`src/rtl/mspwm_pkg.sv`:
```
package mspwm_pkg;
    // Mode field encodings
    localparam logic [2:0] MODE_OFF  = 3'd0;
    localparam logic [2:0] MODE_TEMS = 3'd1;

    // Address layout (byte offsets)
    localparam int GLB_OFF   = 'h00;
    localparam int CH_BASE   = 'h14;
    localparam int CH_STRIDE = 'h10;

    // Word index of each channel register inside its group
    localparam int SUB_CTRL  = 0;
    localparam int SUB_RANGE = 1;
    localparam int SUB_PHASE = 2;
    localparam int SUB_DUTY  = 3;

    // Control word bit positions
    localparam int CTRL_INV_BIT = 3;
    localparam int CTRL_POP_BIT = 8;
endpackage

```
`src/rtl/mspwm_regs.sv`:
```
module mspwm_regs
    import mspwm_pkg::*;
#(
    parameter int NCH = 4,
    parameter int DW  = 32,
    parameter int AW  = 8
) (
    input  logic                     clk,
    input  logic                     rst_n,
    input  logic [AW-1:0]            bus_addr,
    input  logic                     bus_we,
    input  logic [DW-1:0]            bus_wdata,
    output logic [DW-1:0]            bus_rdata,
    output logic [NCH-1:0]           en_act_o,
    output logic [NCH-1:0][DW-1:0]   rng_o,
    output logic [NCH-1:0][DW-1:0]   dut_o,
    output logic [NCH-1:0][2:0]      mode_o,
    output logic [NCH-1:0]           inv_o
);
    localparam int UPD_BIT = DW - 1;

    typedef struct packed {
        logic [NCH-1:0]          en_hold;
        logic                    upd;
        logic [NCH-1:0]          en_act;
        logic [NCH-1:0][2:0]     mode;
        logic [NCH-1:0]          inv;
        logic [NCH-1:0]          popm;
        logic [NCH-1:0][DW-1:0]  rng;
        logic [NCH-1:0][DW-1:0]  ph;
        logic [NCH-1:0][DW-1:0]  dut;
    } regs_t;

    regs_t s_d, s_q;

    function automatic logic [AW-1:0] reg_addr(int c, int sub);
        return AW'(CH_BASE + c * CH_STRIDE + sub * 4);
    endfunction

    function automatic regs_t reset_val();
        regs_t r;
        r = '0;
        for (int c = 0; c < NCH; c++) begin
            r.mode[c] = MODE_TEMS;
            r.popm[c] = 1'b1;
        end
        return r;
    endfunction

    logic glob_hit;
    assign glob_hit = (bus_addr == AW'(GLB_OFF));

    always_comb begin
        s_d = s_q;
        // pending update is applied one cycle after it was requested
        if (s_q.upd) begin
            s_d.en_act = s_q.en_hold;
            s_d.upd    = 1'b0;
        end
        if (bus_we) begin
            if (glob_hit) begin
                s_d.en_hold = bus_wdata[NCH-1:0];
                if (bus_wdata[UPD_BIT]) s_d.upd = 1'b1;
            end
            for (int c = 0; c < NCH; c++) begin
                if (bus_addr == reg_addr(c, SUB_CTRL)) begin
                    s_d.mode[c] = bus_wdata[2:0];
                    s_d.inv[c]  = bus_wdata[CTRL_INV_BIT];
                    s_d.popm[c] = bus_wdata[CTRL_POP_BIT];
                end
                if (bus_addr == reg_addr(c, SUB_RANGE)) s_d.rng[c] = bus_wdata;
                if (bus_addr == reg_addr(c, SUB_PHASE)) s_d.ph[c]  = bus_wdata;
                if (bus_addr == reg_addr(c, SUB_DUTY))  s_d.dut[c] = bus_wdata;
            end
        end
    end

    always_ff @(posedge clk or negedge rst_n) begin
        if (!rst_n) s_q <= reset_val();
        else        s_q <= s_d;
    end

    always_comb begin
        bus_rdata = '0;
        if (glob_hit) begin
            bus_rdata[NCH-1:0] = s_q.en_hold;
            bus_rdata[UPD_BIT] = s_q.upd;
        end
        for (int c = 0; c < NCH; c++) begin
            if (bus_addr == reg_addr(c, SUB_CTRL)) begin
                bus_rdata[2:0]          = s_q.mode[c];
                bus_rdata[CTRL_INV_BIT] = s_q.inv[c];
                bus_rdata[CTRL_POP_BIT] = s_q.popm[c];
            end
            if (bus_addr == reg_addr(c, SUB_RANGE)) bus_rdata = s_q.rng[c];
            if (bus_addr == reg_addr(c, SUB_PHASE)) bus_rdata = s_q.ph[c];
            if (bus_addr == reg_addr(c, SUB_DUTY))  bus_rdata = s_q.dut[c];
        end
    end

    assign en_act_o = s_q.en_act;
    assign rng_o    = s_q.rng;
    assign dut_o    = s_q.dut;
    assign mode_o   = s_q.mode;
    assign inv_o    = s_q.inv;

    // the request bit drops after one cycle unless it is written again
    assert_upd_clears_R2: assert property (@(posedge clk) disable iff (!rst_n)
        (s_q.upd && !(bus_we && glob_hit && bus_wdata[UPD_BIT])) |=> !s_q.upd);

    // the enables that were held are what become active
    assert_en_apply_R2: assert property (@(posedge clk) disable iff (!rst_n)
        s_q.upd |=> (s_q.en_act == $past(s_q.en_hold)));

    // without a pending update the active enables do not move
    assert_en_stable_R11: assert property (@(posedge clk) disable iff (!rst_n)
        !s_q.upd |=> $stable(s_q.en_act));
endmodule

```
`src/rtl/mspwm_chan.sv`:
```
module mspwm_chan
    import mspwm_pkg::*;
#(
    parameter int DW = 32
) (
    input  logic          clk,
    input  logic          rst_n,
    input  logic          en_i,
    input  logic [DW-1:0] rng_hold_i,
    input  logic [DW-1:0] dut_hold_i,
    input  logic [2:0]    mode_i,
    input  logic          inv_i,
    output logic          out_o
);
    typedef struct packed {
        logic [DW-1:0] cnt;
        logic [DW-1:0] rng;
        logic [DW-1:0] dut;
    } chan_t;

    chan_t s_d, s_q;
    logic  wrap;

    assign wrap = (s_q.cnt >= s_q.rng);

    always_comb begin
        s_d = s_q;
        if (!en_i) begin
            // idle: keep the working set primed so enabling starts cleanly
            s_d.cnt = '0;
            s_d.rng = rng_hold_i;
            s_d.dut = dut_hold_i;
        end else if (wrap) begin
            s_d.cnt = '0;
            s_d.rng = rng_hold_i;
            s_d.dut = dut_hold_i;
        end else begin
            s_d.cnt = s_q.cnt + 1'b1;
        end
    end

    always_ff @(posedge clk or negedge rst_n) begin
        if (!rst_n) s_q <= '0;
        else        s_q <= s_d;
    end

    logic raw;
    assign raw   = en_i && (mode_i == MODE_TEMS) && (s_q.cnt < s_q.dut);
    assign out_o = raw ^ inv_i;

    // the counter never passes the working range
    assert_cnt_bound_R3: assert property (@(posedge clk) disable iff (!rst_n)
        en_i |-> (s_q.cnt <= s_q.rng));

    // the working range and duty change only at a period boundary
    assert_latch_R6: assert property (@(posedge clk) disable iff (!rst_n)
        (s_q.cnt != '0) |-> ($stable(s_q.rng) && $stable(s_q.dut)));

    // a disabled channel restarts from zero
    assert_off_restart_R3: assert property (@(posedge clk) disable iff (!rst_n)
        !en_i |=> (s_q.cnt == '0));
endmodule

```
`src/rtl/mspwm_top.sv`:
```
module mspwm_top
    import mspwm_pkg::*;
#(
    parameter int NCH = 4,
    parameter int DW  = 32,
    parameter int AW  = 8
) (
    input  logic           clk,
    input  logic           rst_n,
    input  logic [AW-1:0]  bus_addr,
    input  logic           bus_we,
    input  logic [DW-1:0]  bus_wdata,
    output logic [DW-1:0]  bus_rdata,
    output logic [NCH-1:0] pwm_out
);
    logic [NCH-1:0]         en_act;
    logic [NCH-1:0][DW-1:0] rng_hold;
    logic [NCH-1:0][DW-1:0] dut_hold;
    logic [NCH-1:0][2:0]    mode;
    logic [NCH-1:0]         inv;

    mspwm_regs #(.NCH(NCH), .DW(DW), .AW(AW)) u_regs (
        .clk       (clk),
        .rst_n     (rst_n),
        .bus_addr  (bus_addr),
        .bus_we    (bus_we),
        .bus_wdata (bus_wdata),
        .bus_rdata (bus_rdata),
        .en_act_o  (en_act),
        .rng_o     (rng_hold),
        .dut_o     (dut_hold),
        .mode_o    (mode),
        .inv_o     (inv)
    );

    for (genvar c = 0; c < NCH; c++) begin : g_ch
        mspwm_chan #(.DW(DW)) u_ch (
            .clk        (clk),
            .rst_n      (rst_n),
            .en_i       (en_act[c]),
            .rng_hold_i (rng_hold[c]),
            .dut_hold_i (dut_hold[c]),
            .mode_i     (mode[c]),
            .inv_i      (inv[c]),
            .out_o      (pwm_out[c])
        );

        // a disabled channel sits at its polarity-dependent idle level
        assert_idle_level_R9: assert property (@(posedge clk) disable iff (!rst_n)
            !en_act[c] |-> (pwm_out[c] == inv[c]));

        // only mode 1 can drive the active level
        assert_mode_gate_R10: assert property (@(posedge clk) disable iff (!rst_n)
            (mode[c] != MODE_TEMS) |-> (pwm_out[c] == inv[c]));
    end
endmodule

```
`config.mk`:
```
export PLATFORM = sky130hd
export DESIGN_NAME = mspwm_top
export DESIGN_NICKNAME = d
export VERILOG_FILES = /design/src/rtl/mspwm_pkg.sv /design/src/rtl/mspwm_regs.sv /design/src/rtl/mspwm_chan.sv /design/src/rtl/mspwm_top.sv
export SDC_FILE = /design/constraint.sdc
export NUM_CORES = 1
export LEC_CHECK = 0
export BUFFER_PORTS_ARGS = -buffer_cell sky130_fd_sc_hd__buf_4
export CAP_MARGIN = 20
export CORE_ASPECT_RATIO = 0.7
export CORE_UTILIZATION = 50
export DETAILED_ROUTE_END_ITERATION = 10
export PLACE_DENSITY = 0.72
export SYNTH_ARGS = -nofsm -noshare
export SYNTH_HDL_FRONTEND = slang
export SYNTH_SLANG_ARGS = --single-unit
```
`constraint.sdc`:
```
create_clock -name clk -period 2.65 [get_ports clk]
set_input_delay 0.3975 -clock clk [delete_from_list [all_inputs] [get_ports clk]]
set_output_delay 0.3975 -clock clk [all_outputs]
set_load 0.05 [all_outputs]
```
# After elaboration in Yosys (flattened, before gate mapping)
# Cells that the tools add are included.
[op_classes] n_eq_ne=24 n_mux=37 reduce_logical=26 magnitude_cmp=8 add_sub_neg=4 bitwise_logic=4
[ops] op="2-to-1 mux 32 bit" count=16
[ops] op="2-to-1 mux 96 bit" count=4
[ops] op="2-to-1 mux 64 bit" count=4
[ops] op="adder 32 x 1 -> 32 bit (second input constant)" count=4
[ops] op="greater-or-equal comparator 32 bit" count=4
[ops] op="< comparator 32 bit" count=4
[ops] op="== test 8 x 6 -> 1 bit (second input constant)" count=8
[ops] op="== test 8 x 7 -> 1 bit (second input constant)" count=5
[ops] op="AND reduction 2 bit" count=17
[ops] op="== test 8 x 5 -> 1 bit (second input constant)" count=3
[ops] op="2-to-1 mux 4 bit" count=5
[ops] op="== test 3 x 1 -> 1 bit (second input constant)" count=4
[ops] op="logical AND 1 bit" count=8
[ops] op="zero test 8 bit" count=1
[ops] op="2-to-1 mux 1 bit" count=8
[ops] op="inequality test 2 x 1 -> 1 bit (second input constant)" count=4
[ops] op="bitwise XOR 1 bit" count=4
[totals] wordCells=142 reg_bits=797

# Depth between registers and ports, before layout
# Gate-level depths: netlist of the first run.
[logic_depth] depth_word=18 depth_mapped=11

# By module
# From an unflattened synthesis of the first run, not the netlist that was laid out.
[hier_totals] cells_unflattened=3839 area_unflattened_um2=43441.7
[by_module_without_submodules] mod="mspwm_chan" area_each_um2=5504.0 seq_area_each_um2=2402.3 n_inst=4 cells_per_inst=510
[by_module_without_submodules] mod="mspwm_regs" area_each_um2=21425.5 seq_area_each_um2=10344.9 n_inst=1 cells_per_inst=1799

# Worst setup path after synthesis of the first run
# No wires, ideal clock.
[synth_timing] path_type="input to output" from="input bus_addr[5]" to="output bus_rdata[30]" setup_slack_ns=-0.700 n_path_buf=3 t_required_ns=2.253 path_stages=9 t_arrival_ns=2.953 path_cell_list="buf_2 or4b_1 clkbuf_1 nor2_1 buf_2 a22oi_1 o22ai_1 a211oi_1 o21ai_0"
[synth_via] elab_chain_cells=13
[synth_rtl] element="from (decl)" line_no="mspwm_top.sv:10" rtl="input logic [AW-1:0] bus_addr,"
[synth_rtl] element="== test 8 x 5 -> 1 bit" line_no="mspwm_regs.sv:95" rtl="if (bus_addr == reg_addr(c, SUB_RANGE)) bus_rdata = s_q.rng[c];"
[synth_rtl] element="2-to-1 mux 32 bit" line_no="mspwm_regs.sv:95"
[synth_rtl] element="2-to-1 mux 32 bit" line_no="mspwm_regs.sv:96" rtl="if (bus_addr == reg_addr(c, SUB_PHASE)) bus_rdata = s_q.ph[c];"
[synth_rtl] element="2-to-1 mux 32 bit" line_no="mspwm_regs.sv:97" rtl="if (bus_addr == reg_addr(c, SUB_DUTY)) bus_rdata = s_q.dut[c];"
[synth_rtl] element="2-to-1 mux 32 bit" line_no="mspwm_regs.sv:95"
[synth_rtl] element="2-to-1 mux 32 bit" line_no="mspwm_regs.sv:96"
[synth_rtl] element="2-to-1 mux 32 bit" line_no="mspwm_regs.sv:97"
[synth_rtl] element="2-to-1 mux 32 bit" line_no="mspwm_regs.sv:95"
[synth_rtl] element="2-to-1 mux 32 bit" line_no="mspwm_regs.sv:96"
[synth_rtl] element="2-to-1 mux 32 bit" line_no="mspwm_regs.sv:97"
[synth_rtl] element="2-to-1 mux 32 bit" line_no="mspwm_regs.sv:95"
[synth_rtl] element="2-to-1 mux 32 bit" line_no="mspwm_regs.sv:96"
[synth_rtl] element="2-to-1 mux 32 bit (*)" line_no="mspwm_regs.sv:97"
[synth_rtl] element="to (decl)" line_no="mspwm_top.sv:13" rtl="output logic [DW-1:0] bus_rdata,"
# Every way passes the cells marked *; elsewhere a longest branch is shown, timed or not.

# Worst setup path after layout of the first run
[layout_timing] from="register g_ch[2].u_ch.s_q[71] (netlist name)" to="output pwm_out[2]"
[layout_via] elab_chain_cells=3
[layout_rtl] element="from (decl)" line_no="mspwm_chan.sv:21" rtl="chan_t s_d, s_q;"
[layout_rtl] element="from (signal assigned)" line_no="mspwm_chan.sv:43" rtl="if (!rst_n) s_q <= '0;"
[layout_rtl] element="from (signal assigned)" line_no="mspwm_chan.sv:44" rtl="else s_q <= s_d;"
[layout_rtl] element="< comparator 32 bit" line_no="mspwm_chan.sv:48" rtl="assign raw = en_i && (mode_i == MODE_TEMS) && (s_q.cnt < s_q.dut);"
[layout_rtl] element="logical AND 1 bit" line_no="mspwm_chan.sv:48"
[layout_rtl] element="bitwise XOR 1 bit" line_no="mspwm_chan.sv:49" rtl="assign out_o = raw ^ inv_i;"
[layout_rtl] element="to (decl)" line_no="mspwm_top.sv:14" rtl="output logic [NCH-1:0] pwm_out"
# No other way between the ends.

==> impl_metrics.csv, run 1 <==
group,metric,value,unit
outcome,status,"complete, but fails checks",
outcome,violations,"negative setup slack",
power_and_ir_drop,power,27.2,mW
timing,tns,-69.00,ns
synth,yosysMostFrequentCell,"dfrtp_1",
route,drtIter0Drc,3408,
synth,syn_nets,3861,
route,first_pass_iters,6,
synth,synth_cells,3562,
setup_path,critPathMaxStageDelay,0.55,ns
setup_path,cp_cell_sequence,"ha_2 -> or4_4 -> a21oi_4 -> o211ai_1 -> a31oi_1 -> buf_4 -> o211ai_1 -> xnor2_1 -> buf_4 -> buf_12",
layout,fillers,6007,
synth,synth_top_area_share,0.479,
clock_network,worstSkewPairLatency,0.65,ns
timing,finalCriticalPeriod,3.61,ns
global_routing,grt_first_pass_wirelength,204,mm
synth,yosysSeqAreaShare,0.484,
route,viasPerCell,6.17,
layout,fin_nets,4339,
synth,synth_edf_count,0,
setup_path,cp-end-kind,"primary output",
synth,netlist_area,41200,um2
floorplanning,start_util,0.508,
synth,async_flop_share,1.00,
layout,final_layout_size_suffix_gt1_frac,0.424,
synth,synth_warnings,0,
global_routing,grt.overflow.total,0,
clock_network,cts_buffers,77,
timing,tightest_slew,0.694,ns
timing,hold_ws,0.0994,ns
setup_path,cp_data_arrival_time,3.22,ns
synth,synth.ff_latch_count,797,
global_routing,grt_pass1_vias,31287,
timing,rsz0062_at_grt,"true",
timing,finalSetupViolations,294,
floorplanning,coreArea,81100,um2
timing,fin_skew,0.0287,ns
placed_design,place_congestion,0.965,
floorplanning,die_h,242,um
timing,finalMaxSlewViolations,0,
placed_design,dp_cells,4896,
route,route.vias.total,31903,
global_routing,grt_usage,0.325,
timing,period_share,1.36,
synth,synth_area_leader_cell,"dfrtp_1",
clock_network,cts_max_level,3,
setup_path,cp_max_fo,2,
floorplanning,fp.dieW,345,um
layout,stdcell_count,5170,
power_and_ir_drop,vdd_drop_max,562,uV
synth,synthTopCellsByArea,"dfrtp_1, mux2_2, ha_1",
power_and_ir_drop,power_density,517,nW/um2
timing,fmax,277,MHz
flow_run,drv_cap,0,
route,drtAntennaViolNets,0,
clock_network,cts-root-buf,"clkbuf_16",
floorplanning,die_area,83600,um2
setup_path,critPathTopFamily,"compound AO/OA/AOI/OAI gates",
min_path,hold_class,"in -> reg",
floorplanning,num_rows,87,
clock_network,clk_pin_slew_worst_paths,0.07,ns
layout,syn2layout_area_growth,27.7,%
synth,synth.distinct_cells,87,
timing,relSlewSlack,0.537,
synth,synth_top_flop_cell,"dfrtp_1",
route,wl_per_cell,27.1,um
route,wirelength,140,mm
clock_network,cts_tree,"built",
setup_path,crit_path_start_kind,"flip-flop",
route,drcViolationCount,0,
power_and_ir_drop,p_leak,25.0,nW
floorplanning,ios,79,
placed_design,portBuffers,78,
placed_design,dpl.hpwl,95.9,mm
global_routing,grt_max_degree,77,
setup_path,cp_slowest_cell,"or4_4",
setup_path,worstSetupPathType,"reg -> out",
setup_path,crit_buf_inv,3,
setup_path,cp.required,2.25,ns
synth,syn_area_per_cell,11.6,um2
clock_network,clock_path_buffers,3,
synth,ys_top_cells_by_count,"dfrtp_1, mux2_2, inv_1, ha_1, nor2_1",
timing,hold_viol,0,
global_routing,antenna_found_initial,12,
clock_network,clock-sinks,797,
timing,setup_ws,-0.964,ns
## metrics by stage
stage / setup WS, ns / area, um2 / util
final: -0.964 / 52600 / 0.649
after global routing: -1.08 / 52600 / 0.649
after CTS: -0.977 / 51100 / 0.631
after detailed placement: -0.480 / 45800 / 0.564
after global placement: -0.457 / 45800 / 0.564
after floorplan: 0.00269 / 41400 / -
## registers in the layout (all words and copies together) (netlist names)
register,cells
u_regs.dut_o,128
u_regs.en_act_o,4
u_regs.s_q,137
u_regs.mode_o,12
g_ch.u_ch.s_q,384
u_regs.inv_o,4
u_regs.rng_o,128
## logic make-up after synthesis
| kind of cell | count (synthesis) | share of synthesized area |
|---|---|---|
| AO/OA/AOI/OAI | 521 | 0.0844 |
| XOR/XNOR | 121 | 0.0257 |
| adder cells (fa/ha/maj) | 256 | 0.0777 |
| buffers and inverters | 467 | 0.0472 |
| flip-flops | 797 | 0.484 |
| multiplexers | 698 | 0.193 |
| AND/OR/NAND/NOR | 702 | 0.0881 |
## layout by cell type (no fill, tap or decap), drive strengths merged, types with 7 or more instances in the layout
cell type	instances
nor4	13
o21ai	107
a221oi	16
clkbuf	111
and3	29
a21oi	105
o22ai	46
a22oi	58
a31oi	12
nand2	142
inv	285
nand3b	7
mux2	681
nand3	85
a21o	29
o211ai	22
a222oi	13
buf	575
xnor2	64
bufinv	7
o221ai	11
nand4	56
and4	9
nand2b	14
nor2	184
or3	17
clkinv	14
dfrtp	789
o21a	20
dfstp	8
ha	256
and2	67
diode	7
nor4b	10
nor2b	18
xor2	57
a211oi	32
mux2i	16
nor3	27
## cell type report
| type | count | area, um2 | area share |
|---|---|---|---|
| inverter | 280 | 1050 | 0.0200 |
| tap | 1068 | 1340 | 0.0254 |
| timing repair buffer | 586 | 6110 | 0.116 |
| clock inverter | 31 | 377 | 0.00716 |
| antenna | 7 | 17.5 | 0.000333 |
| multi-input combinational | 2298 | 21600 | 0.411 |
| sequential | 797 | 20000 | 0.380 |
| clock buffer | 103 | 2120 | 0.0402 |
## per-layer routing
layer  track usage  up-vias  share of wire
met1         0.496    16389           0.45
met3        0.0943      245           0.12
met4        0.0897        4          0.027
met5        0.0125        -        0.00019
li1              -    13669              -
met2         0.443     1596           0.41
## final timing paths
path | end | depth (start not counted) | slack (ns) | start
setup / recovery | pwm_out[2] | 10 | -0.96 | g_ch[2].u_ch.s_q[71]
hold / removal | u_regs.s_q[408] | 3 | 0.1 | bus_we
setup reg to reg | g_ch[0].u_ch.s_q[28] | 13 | -0.52 | g_ch[0].u_ch.s_q[90]
hold reg to reg | u_regs.s_q[223] | 2 | 0.49 | u_regs.s_q[223]
max in group asynchronous | u_regs.s_q[147] | 3 | 1.31 | rst_n
min in group asynchronous | g_ch[3].u_ch.s_q[64] | 2 | 0.26 | rst_n
## where the power goes
part	internal [mW]	leakage, nW	switching [mW]	total [mW]
Clock	6.32	1.21	5.01	11.3
Sequential	12.7	10.9	0.441	13.1
Combinational	1.23	12.9	1.58	2.81
Total	20.2	25.0	7.03	27.2
## tightest hold or removal path: stages
cell	delay (ns)
buf_4	0.19
nand2_1	0.08
nor4_1	0.04
## what timing repair did
item | 4_1_cts | 5_1_grt
gates resized for setup | 397 | 259
setup buffers | 72 | 51
hold endpoints to repair | 26 | 0
setup endpoints to repair | 340 | 388
pin swaps | 109 | 117
hold buffers | 1 | 0
cloned | 23 | 9
Note: power is estimated with default switching activity, not from simulation.
==> inputs of run 2 (changes only) <==
--- a/config.mk
+++ b/config.mk
@@ -7,7 +7,8 @@
 export LEC_CHECK = 0
 export BUFFER_PORTS_ARGS = -buffer_cell sky130_fd_sc_hd__buf_4
 export CAP_MARGIN = 20
-export CORE_ASPECT_RATIO = 0.7
+export CORE_ASPECT_RATIO = 1.1
+export CORE_MARGIN = 2
 export CORE_UTILIZATION = 50
 export DETAILED_ROUTE_END_ITERATION = 10
 export PLACE_DENSITY = 0.72
==> impl_metrics.csv, run 2 (synthesis results as in run 1) <==
group,metric,value,unit
clock_network,cts_max_level,3,
min_path,hold_class,"in -> reg",
clock_network,cts_buffers,83,
global_routing,grt_first_pass_wirelength,201,mm
global_routing,grt_pass1_vias,31468,
power_and_ir_drop,p_sw,7.08,mW
timing,setup_ws,-0.680,ns
setup_path,cp-end-kind,"primary output",
layout,reg.largest.list,"g_ch.u_ch.s_q (384), u_regs.s_q (137)",
route,wl_per_cell,27.0,um
setup_path,critPathTopFamily,"compound AO/OA/AOI/OAI gates",
power_and_ir_drop,p_clk_frac,0.437,
floorplanning,ios,79,
route,drcViolationCount,0,
route,drtAntennaViolNets,0,
power_and_ir_drop,seqPwrFrac,0.468,
power_and_ir_drop,p_sw_frac,0.251,
placed_design,dp_cells,4846,
layout,final_layout_size_suffix_gt1_frac,0.414,
route,wirelength,139,mm
setup_path,worstSetupPathType,"reg -> out",
global_routing,grt_use_met3,0.0530,
flow_run,drv_cap,0,
setup_path,rr_worst_depth,13,
global_routing,grt.overflow.total,0,
timing,finalSetupViolations,262,
placed_design,place_ws,-0.513,ns
timing,hold_viol,0,
placed_design,dpl.hpwl,97.0,mm
placed_design,place_congestion,1.02,
outcome,violations,"negative setup slack",
global_routing,grt-busiest-layer,"met2",
setup_path,cp_data_arrival_time,2.93,ns
min_path,whs_endpoint,"u_regs.s_q[408]",
global_routing,grtUsageMet2,0.479,
timing,tightest_slew,1.02,ns
power_and_ir_drop,power_density,537,nW/um2
floorplanning,start_util,0.504,
global_routing,grt_usage,0.317,
setup_path,cp_cell_sequence,"ha_4 -> or4_4 -> a21oi_4 -> o211ai_1 -> a31oi_1 -> buf_4 -> o211ai_1 -> xnor2_1 -> buf_4",
clock_network,clk_pin_slew_worst_paths,0.06,ns
timing,rsz0062_at_grt,"true",
clock_network,clock_path_buffers,3,
timing,period_share,1.26,
power_and_ir_drop,power_frac_comb,0.096,
clock_network,cts-root-buf,"clkbuf_16",
timing,hold_ws,0.169,ns
route,first_pass_iters,6,
layout,syn2layout_area_growth,27.4,%
layout,fillers,6054,
route,viasPerCell,6.16,
global_routing,grt_util_met1,0.428,
power_and_ir_drop,vdd_drop_max,428,uV
floorplanning,coreArea,81800,um2
outcome,status,"complete, but fails checks",
min_path,hp-start,"bus_we",
setup_path,crit_buf_inv,2,
layout,regArea,20000,um2
route,drtIter0Drc,2979,
timing,finalMaxSlewViolations,0,
layout,layout_common_cells,"dfrtp_1, mux2_2, buf_4",
clock_network,clock-sinks,797,
setup_path,reg2reg_to,"g_ch[0].u_ch.s_q[48]",
layout,final_common_cell,"dfrtp_1",
setup_path,crit_path_start_kind,"flip-flop",
timing,finalCriticalPeriod,3.33,ns
clock_network,worstSkewPairLatency,0.63,ns
layout,regMostFlops,"g_ch.u_ch.s_q",
route,route.vias.total,31750,
floorplanning,num_rows,110,
setup_path,cp_slowest_cell,"or4_4",
floorplanning,fp.dieW,278,um
floorplanning,die_area,84800,um2
min_path,hold_depth,3,
layout,stdcell_count,5158,
clock_network,cts_tree,"built",
timing,relSlewSlack,0.321,
global_routing,antenna_found_initial,12,
layout,multi_input_area,21700,um2
power_and_ir_drop,internal_power,21.1,mW
placed_design,portBuffers,78,
timing,tns,-31.16,ns
power_and_ir_drop,p_leak,25.0,nW
layout,largest_register_ffs,384,
floorplanning,die_h,305,um
setup_path,cp.required,2.25,ns
layout,utilization,0.643,
setup_path,cp_max_fo,2,
timing,fin_skew,0.0222,ns
setup_path,reg2reg_slack,-0.32,ns
global_routing,grt_max_degree,86,
setup_path,timing.rr.start,"g_ch[0].u_ch.s_q[90]",
timing,fmax,300,MHz
layout,fin_nets,4321,
setup_path,critPathMaxStageDelay,0.53,ns
## run 2: routing by layer
layer	up-vias	routed length, um
met1	16131	55800
li1	13649	-
met3	429	11800
met4	2	10000
met2	1539	61700
met5	-	7
## run 2: what timing repair did
item / in CTS / in global routing
pin swaps: 113 / 125
hold buffers: 1 / 0
hold endpoints to repair: 31 / 0
setup endpoints to repair: 289 / 367
gates cloned: 9 / 18
setup buffers: 93 / 55
resized for setup: 357 / 250
## run 2: final cells by class
cell class / count / share of cell area
timing repair buffer: 561 / 0.108
clock buffer: 114 / 0.0453
clock inverter: 37 / 0.00903
tap: 1064 / 0.0253
sequential: 797 / 0.380
inverter: 280 / 0.0200
multi-input combinational: 2299 / 0.412
antenna: 6 / 0.000286
## run 2: power groups by stage
stage               sequential (mW)  combinational [mW]  clock (mW)
CTS                            13.1                2.47        12.4
detailed placement             13.4                2.22           0
global placement               13.3                2.17           0
global route                   13.2                2.88        12.9
floorplan                      13.1                1.20           0
finish                         13.2                2.69        12.3
## run 2: per-stage QoR
stage               power [mW]  instance area [um2]
global placement          15.5                45300
global route              29.0                52500
floorplan                 14.3                41400
finish                    28.2                52500
CTS                       28.0                50700
detailed placement        15.6                45300
## run 2: worst max-delay path by stage
stage	from	endpoint	depth (start not counted)
finish	g_ch[2].u_ch.s_q[69]	pwm_out[2]	9
global route	g_ch[2].u_ch.s_q[7]	pwm_out[2]	10
CTS	g_ch[2].u_ch.s_q[70]	pwm_out[2]	9
detailed placement	bus_addr[6]	bus_rdata[1]	9
global placement	bus_addr[5]	bus_rdata[7]	12
floorplan	bus_addr[5]	bus_rdata[13]	5
## run 2: tightest hold or removal path, delay by kind of cell
family	cells	cell delay, ns
buffers and inverters	1	0.22
and+or+nand+nor	2	0.15
